--- src/rtl/osa_pkg.sv ---
package osa_pkg;
  typedef enum logic [2:0] {
    ST_IDLE,
    ST_FEED,
    ST_DRAIN,
    ST_DONE,
    ST_READ
  } osa_state_e;
endpackage

--- src/rtl/osa_trunc.sv ---
// Shared pre-approximation stage: clears the low T bits.
module osa_trunc #(
  parameter int W = 8,
  parameter int T = 0
) (
  input  logic [W-1:0] d_i,
  output logic [W-1:0] q_o
);
  localparam logic [W-1:0] KEEP = ~((W'(1) << T) - W'(1));
  assign q_o = d_i & KEEP;
endmodule

--- src/rtl/osa_loa_add.sv ---
// Lower-part-OR adder, 0 <= M < W.
module osa_loa_add #(
  parameter int W = 20,
  parameter int M = 4
) (
  input  logic [W-1:0] a_i,
  input  logic [W-1:0] b_i,
  output logic [W-1:0] sum_o
);
  if (M == 0) begin : g_exact
    assign sum_o = a_i + b_i;
  end else begin : g_loa
    logic         cin;
    logic [W-M-1:0] hi;
    assign cin   = a_i[M-1] & b_i[M-1];
    assign hi    = a_i[W-1:M] + b_i[W-1:M] + (W-M)'(cin);
    assign sum_o = {hi, a_i[M-1:0] | b_i[M-1:0]};
  end
endmodule

--- src/rtl/osa_pe.sv ---
module osa_pe #(
  parameter int DW = 8,
  parameter int WW = 8,
  parameter int AW = 20,
  parameter int M  = 4
) (
  input  logic          clk_i,
  input  logic          rst_ni,
  input  logic          clear_i,
  input  logic          v_i,
  input  logic [DW-1:0] a_i,
  input  logic [WW-1:0] w_i,
  output logic [AW-1:0] acc_o
);
  localparam int PW = DW + WW;

  logic [PW-1:0] prod;
  logic [AW-1:0] sum;
  logic [AW-1:0] acc_q;

  assign prod = PW'(a_i) * PW'(w_i);

  osa_loa_add #(.W(AW), .M(M)) u_add (
    .a_i  (acc_q),
    .b_i  (AW'(prod)),
    .sum_o(sum)
  );

  always_ff @(posedge clk_i or negedge rst_ni) begin
    if (!rst_ni)      acc_q <= '0;
    else if (clear_i) acc_q <= '0;
    else if (v_i)     acc_q <= sum;
  end

  assign acc_o = acc_q;
endmodule

--- src/rtl/osa_ctrl.sv ---
module osa_ctrl
  import osa_pkg::*;
#(
  parameter int S     = 4,
  parameter int K_MAX = 16
) (
  input  logic                       clk_i,
  input  logic                       rst_ni,
  input  logic                       start_i,
  input  logic [$clog2(K_MAX+1)-1:0] k_len_i,
  input  logic                       feed_i,
  output logic                       clear_o,
  output logic                       step_o,
  output logic                       done_o,
  output logic                       res_valid_o,
  output logic [((S>1)?$clog2(S):1)-1:0] row_o
);
  localparam int KW  = $clog2(K_MAX+1);
  localparam int RW  = (S > 1) ? $clog2(S) : 1;
  localparam int DCW = $clog2(2*S);

  osa_state_e    state_q;
  logic [KW-1:0] k_q;
  logic [KW-1:0] feed_cnt_q;
  logic [DCW-1:0] drain_q;
  logic [RW-1:0] row_q;

  assign clear_o     = (state_q == ST_IDLE) && start_i && (k_len_i != '0);
  assign step_o      = (state_q == ST_FEED) && feed_i;
  assign done_o      = (state_q == ST_DONE);
  assign res_valid_o = (state_q == ST_READ);
  assign row_o       = row_q;

  always_ff @(posedge clk_i or negedge rst_ni) begin
    if (!rst_ni) begin
      state_q    <= ST_IDLE;
      k_q        <= '0;
      feed_cnt_q <= '0;
      drain_q    <= '0;
      row_q      <= '0;
    end else begin
      unique case (state_q)
        ST_IDLE: begin
          if (start_i && (k_len_i != '0)) begin
            state_q    <= ST_FEED;
            k_q        <= k_len_i;
            feed_cnt_q <= '0;
          end
        end
        ST_FEED: begin
          if (feed_i) begin
            if (feed_cnt_q + 1'b1 == k_q) begin
              state_q <= ST_DRAIN;
              // wavefront needs 2S-2 more edges to reach the far corner
              drain_q <= DCW'(2*S-2);
            end else begin
              feed_cnt_q <= feed_cnt_q + 1'b1;
            end
          end
        end
        ST_DRAIN: begin
          if (drain_q == '0) state_q <= ST_DONE;
          else               drain_q <= drain_q - 1'b1;
        end
        ST_DONE: begin
          state_q <= ST_READ;
          row_q   <= '0;
        end
        ST_READ: begin
          if (row_q == RW'(S-1)) state_q <= ST_IDLE;
          else                   row_q   <= row_q + 1'b1;
        end
        default: state_q <= ST_IDLE;
      endcase
    end
  end
endmodule

--- src/rtl/osa_array.sv ---
module osa_array #(
  parameter int S       = 4,
  parameter int DW      = 8,
  parameter int WW      = 8,
  parameter int K_MAX   = 16,
  parameter int A_TRUNC = 1,
  parameter int W_TRUNC = 0,
  parameter int LOA_M   = 4,
  localparam int KW     = $clog2(K_MAX+1),
  localparam int RW     = (S > 1) ? $clog2(S) : 1,
  localparam int AW     = DW + WW + $clog2(K_MAX)
) (
  input  logic            clk_i,
  input  logic            rst_ni,
  input  logic            start_i,
  input  logic [KW-1:0]   k_len_i,
  input  logic            feed_i,
  input  logic [S*DW-1:0] act_i,
  input  logic [S*WW-1:0] wgt_i,
  output logic            done_o,
  output logic            res_valid_o,
  output logic [RW-1:0]   res_row_o,
  output logic [S*AW-1:0] res_data_o
);
  logic clear;
  logic step;

  logic [DW-1:0] a_tr [S];
  logic [WW-1:0] w_tr [S];
  logic [DW-1:0] a_in [S][S];
  logic          v_in [S][S];
  logic [WW-1:0] w_in [S][S];
  logic [AW-1:0] acc  [S][S];

  osa_ctrl #(.S(S), .K_MAX(K_MAX)) u_ctrl (
    .clk_i      (clk_i),
    .rst_ni     (rst_ni),
    .start_i    (start_i),
    .k_len_i    (k_len_i),
    .feed_i     (feed_i),
    .clear_o    (clear),
    .step_o     (step),
    .done_o     (done_o),
    .res_valid_o(res_valid_o),
    .row_o      (res_row_o)
  );

  // Row edge: truncation then r-cycle skew; valid tag rides with activations.
  for (genvar r = 0; r < S; r++) begin : g_row
    osa_trunc #(.W(DW), .T(A_TRUNC)) u_trunc_a (
      .d_i(act_i[r*DW +: DW]),
      .q_o(a_tr[r])
    );
    if (r == 0) begin : g_nodly
      assign a_in[r][0] = a_tr[r];
      assign v_in[r][0] = step;
    end else begin : g_dly
      logic [DW:0] dl_q [r];
      always_ff @(posedge clk_i or negedge rst_ni) begin
        if (!rst_ni) begin
          for (int k = 0; k < r; k++) dl_q[k] <= '0;
        end else begin
          dl_q[0] <= {step, a_tr[r]};
          for (int k = 1; k < r; k++) dl_q[k] <= dl_q[k-1];
        end
      end
      assign {v_in[r][0], a_in[r][0]} = dl_q[r-1];
    end
  end

  // Column edge: truncation then c-cycle skew.
  for (genvar c = 0; c < S; c++) begin : g_col
    osa_trunc #(.W(WW), .T(W_TRUNC)) u_trunc_w (
      .d_i(wgt_i[c*WW +: WW]),
      .q_o(w_tr[c])
    );
    if (c == 0) begin : g_nodly
      assign w_in[0][c] = w_tr[c];
    end else begin : g_dly
      logic [WW-1:0] dl_q [c];
      always_ff @(posedge clk_i or negedge rst_ni) begin
        if (!rst_ni) begin
          for (int k = 0; k < c; k++) dl_q[k] <= '0;
        end else begin
          dl_q[0] <= w_tr[c];
          for (int k = 1; k < c; k++) dl_q[k] <= dl_q[k-1];
        end
      end
      assign w_in[0][c] = dl_q[c-1];
    end
  end

  // Element grid with one-hop neighbour forwarding.
  for (genvar r = 0; r < S; r++) begin : g_gr
    for (genvar c = 0; c < S; c++) begin : g_gc
      osa_pe #(.DW(DW), .WW(WW), .AW(AW), .M(LOA_M)) u_pe (
        .clk_i  (clk_i),
        .rst_ni (rst_ni),
        .clear_i(clear),
        .v_i    (v_in[r][c]),
        .a_i    (a_in[r][c]),
        .w_i    (w_in[r][c]),
        .acc_o  (acc[r][c])
      );
      if (c < S-1) begin : g_fwd_h
        logic [DW:0] hq;
        always_ff @(posedge clk_i or negedge rst_ni) begin
          if (!rst_ni) hq <= '0;
          else         hq <= {v_in[r][c], a_in[r][c]};
        end
        assign {v_in[r][c+1], a_in[r][c+1]} = hq;
      end
      if (r < S-1) begin : g_fwd_v
        logic [WW-1:0] vq;
        always_ff @(posedge clk_i or negedge rst_ni) begin
          if (!rst_ni) vq <= '0;
          else         vq <= w_in[r][c];
        end
        assign w_in[r+1][c] = vq;
      end
    end
  end

  always_comb begin
    for (int c = 0; c < S; c++) res_data_o[c*AW +: AW] = acc[res_row_o][c];
  end
endmodule

--- config.mk ---
export PLATFORM = sky130hd
export DESIGN_NAME = osa_array
export DESIGN_NICKNAME = d
export VERILOG_FILES = /design/src/rtl/osa_pkg.sv /design/src/rtl/osa_trunc.sv /design/src/rtl/osa_loa_add.sv /design/src/rtl/osa_pe.sv /design/src/rtl/osa_ctrl.sv /design/src/rtl/osa_array.sv
export SDC_FILE = /design/constraint.sdc
export NUM_CORES = 2
export LEC_CHECK = 0
export ABC_AREA = 1
export BUFFER_PORTS_ARGS = -buffer_cell sky130_fd_sc_hd__buf_2
export CAP_MARGIN = 15
export CORE_MARGIN = 4
export CORE_UTILIZATION = 30
export DETAILED_ROUTE_END_ITERATION = 16
export PLACE_DENSITY_LB_ADDON = 0.05
export REMOVE_ABC_BUFFERS = 1
export SYNTH_ARGS = -nofsm -noshare
export SYNTH_HDL_FRONTEND = slang
export SYNTH_SLANG_ARGS = --single-unit
--- constraint.sdc ---
create_clock -name clk_i -period 5.9 [get_ports clk_i]
set_input_delay 0.885 -clock clk_i [delete_from_list [all_inputs] [get_ports clk_i]]
set_output_delay 0.885 -clock clk_i [all_outputs]
set_load 0.03 [all_outputs]
==> impl_metrics.ini <==
[run_status]
status = finished clean

[clock_network]
cts_root_buf = clkbuf_16
clk_path_buf_depth = 3
cts_max_level = 3
cts_hold_buf = 0
cts_sinks = 598
cts_tree = yes
clkTransAtPathRegs_ps = 60
cts-buffers-inserted = 85
clkLatencyLatePin_ps = 720

[drt]
drt.antenna.violating_nets = 0
dr.pass1.iters = 5
drt_iter0_drc = 2440
routed_wl_mm = 196
via_count = 49987
wl_per_cell_um = 18.2
drc_errors = 0
viasPerCell = 4.63

[sta]
relSlewSlack = 0.308
finalSetupTns_ps = 0
rsz0062_at_grt = no
max_freq_mhz = 181
fin_skew_ps = 35.1
setup_viol = 0
final.min_clock_period_ps = 5540
tightest_slew_ps = 1040
hold_viol = 0
period_share = 0.939
final_max_slew_viol_count = 0

[synth]
syn_area_per_cell_um2 = 7.70
synth_cells = 7893
synthDistinctLibCells = 42
ys_ff_latch = 598
synth_top_area_share = 0.246
synthTopCellsByArea = dfrtp_1 25%, fa_1 16%, ha_1 15%
synth-edff-count = 0
async_flop_share = 1.00
yosysWarnings = 0
yosysTopAreaCell = dfrtp_1
synth_flop_cell = dfrtp_1
synth.cell_area_um2 = 60800
ys_seq_area_frac = 0.246

[global_route]
grt_max_degree = 125
grt.total_usage = 0.188
met2_usage = 0.345
grt_pass1_vias = 52545
met3_usage = 0.0171
antenna_found_initial = 6
top_usage_layer = met2
grt_pass1_wl_mm = 308
grtUsageMet1 = 0.236
grt-ovfl-total = 0

[setup_path]
start_kind = flop
endpoint_kind = flop
crit_type = flop to flop
crit_fanout = 8
cp.required_ps = 6510
worstPathArrival_ps = 6140

[place]
place.gp.congestion = 0.858
numPortBuffers = 148
hpwl_mm = 156

[die]
die_w_um = 458
fp-row-count = 164
die_h_um = 458
start_util = 0.303
dieArea_um2 = 210000
io_pins = 157
core_area_um2 = 201000

[final_layout]
area_growth_pct = 12.3
drive_gt1_frac = 0.0642
fin_nets = 9335
fin_util = 0.340

[power]
power.density_nw_per_um2 = 483
leakagePower_nw = 39.4
vdd_drop_max_mv = 0.227

[job]
drv_cap = 0

[worst_hold_path]
min_path_type = input pin to async pin
## cell families (layout without fill, tap and decap cells)
group,Yosys count,count (layout),synth area share
other,1,6,0.0000617
xor gates and xnor gates,257,257,0.0370
and+or+nand+nor,2813,2813,0.185
DFF,598,598,0.246
AOI/OAI and AO/OA,1206,1206,0.108
buffers and inverters,1814,2046,0.114
adders and majority gates,1204,1204,0.309
## cell type report
type / instances / area [um^2]
timing repair buffer: 304 / 1980
inverter: 1585 / 5960
tap: 2656 / 3320
fill: 21349 / 132000
antenna: 2 / 5.00
clock buffer: 112 / 2450
sequential: 598 / 15000
multi-input combinational: 5484 / 38900
clock inverter: 45 / 664
## per-layer routing
| layer | share of wire | up-vias | wire (um) |
|---|---|---|---|
| li1 | - | 25053 | - |
| met3 | 0.025 | 179 | 4890 |
| met5 | 0 | - | 0 |
| met4 | 0.026 | 0 | 5130 |
| met1 | 0.44 | 24159 | 86600 |
| met2 | 0.51 | 596 | 99400 |
## critical path, stage by stage, from the launching register on
cell,delay (ps)
dfrtp_1,510
nand2_1,110
inv_1,60
fa_1,530
inv_1,50
fa_1,540
inv_1,50
fa_1,470
inv_1,50
fa_1,490
inv_1,50
ha_1,320
a21oi_1,150
o21ai_0,80
a21oi_1,280
o21ai_0,160
xor2_1,340
ha_1,360
a21oi_1,240
o22ai_1,100
a21oi_1,110
nand2_1,150
a21oi_1,160
nor2_1,60
## repair_timing
| item | CTS | global route |
|---|---|---|
| buffers inserted | 0 | 0 |
| endpoints found under the setup margin | 0 | 23 |
| gates resized for setup | 0 | 26 |
## state kept, by name (all words and copies together), names as in the netlist
register,flops
g_row.g_dly.dl_q,28
u_ctrl.state_q,3
g_col.g_dly.dl_q,48
u_ctrl.row_o,2
a_in,14
u_ctrl.feed_cnt_q,5
g_gr.g_gc.g_fwd_h.hq,90
u_ctrl.drain_q,3
u_ctrl.k_q,5
g_gr.g_gc.g_fwd_v.vq,96
g_gr.g_gc.u_pe.acc_o,304
## cell usage after synthesis (34+ instances only)
cell / instances
fa_1: 496
ha_1: 708
a22o_1: 34
nand3_1: 350
a21oi_1: 498
dfrtp_1: 598
a21o_1: 46
nor2_1: 475
nand4_1: 52
nand2_1: 1876
o22ai_1: 78
clkbuf_1: 167
xnor2_1: 138
inv_1: 1575
xor2_1: 119
o21ai_0: 441
## path summary, 6_finish.rpt
| kind | start | end | slack [ps] | cells after the start |
|---|---|---|---|---|
| max | g_gr[1].g_gc[3].g_fwd_v.vq[5] | g_gr[2].g_gc[3].u_pe.acc_o[19] | 360 | 23 |
| min | rst_ni | g_gr[2].g_gc[3].u_pe.acc_o[13] | 150 | 1 |
| max reg2reg | g_gr[1].g_gc[3].g_fwd_v.vq[5] | g_gr[2].g_gc[3].u_pe.acc_o[19] | 360 | 23 |
| min reg2reg | g_col[3].g_dly.dl_q[13] | g_col[3].g_dly.dl_q[5] | 340 | 0 |
| max in group asynchronous | rst_ni | g_gr[0].g_gc[1].u_pe.acc_o[16] | 4480 | 2 |
| min in group clk_i | act_i[31] | g_row[3].g_dly.dl_q[25] | 270 | 1 |
## per-stage QoR
step                setup WS, ps  power, mW  hold WS (ps)  instance area (um^2)  instances
floorplan                  -1000       20.8           331                 59800       7667
global placement             141       27.6           335                 65200      10627
detailed placement           155       27.6           335                 65200      10627
CTS                          248       33.7           103                 68300      10784
global route                9.87       36.5           152                 68300      10784
finish                       361       33.0           147                 68300      10786
## cell usage in the layout (no fill, tap or decap), types with 22 or more instances in the layout
master	synthesis	final
a31oi_1	26	26
dfrtp_2	0	24
inv_1	1575	1573
buf_4	21	151
fa_1	496	496
a22o_1	34	34
nand4_1	52	52
nor2_1	475	475
nand2_1	1876	1875
ha_1	708	707
clkbuf_16	0	87
buf_2	29	147
xnor2_1	138	138
o21ai_0	441	440
a21oi_1	498	497
o22ai_1	78	78
nor3_1	23	23
dfrtp_1	598	573
o21bai_1	22	22
a21o_1	46	46
nand3_1	350	349
xor2_1	119	119
## power breakdown
part           leakage [nW]  total (mW)  internal, mW  switching [mW]
sequential             7.51        5.74          4.86           0.877
combinational          30.3        21.5          7.42            14.1
clock                  1.53        5.76          3.58            2.18
total                  39.4        33.0          15.9            17.2
(Power assumes the default switching activity.)
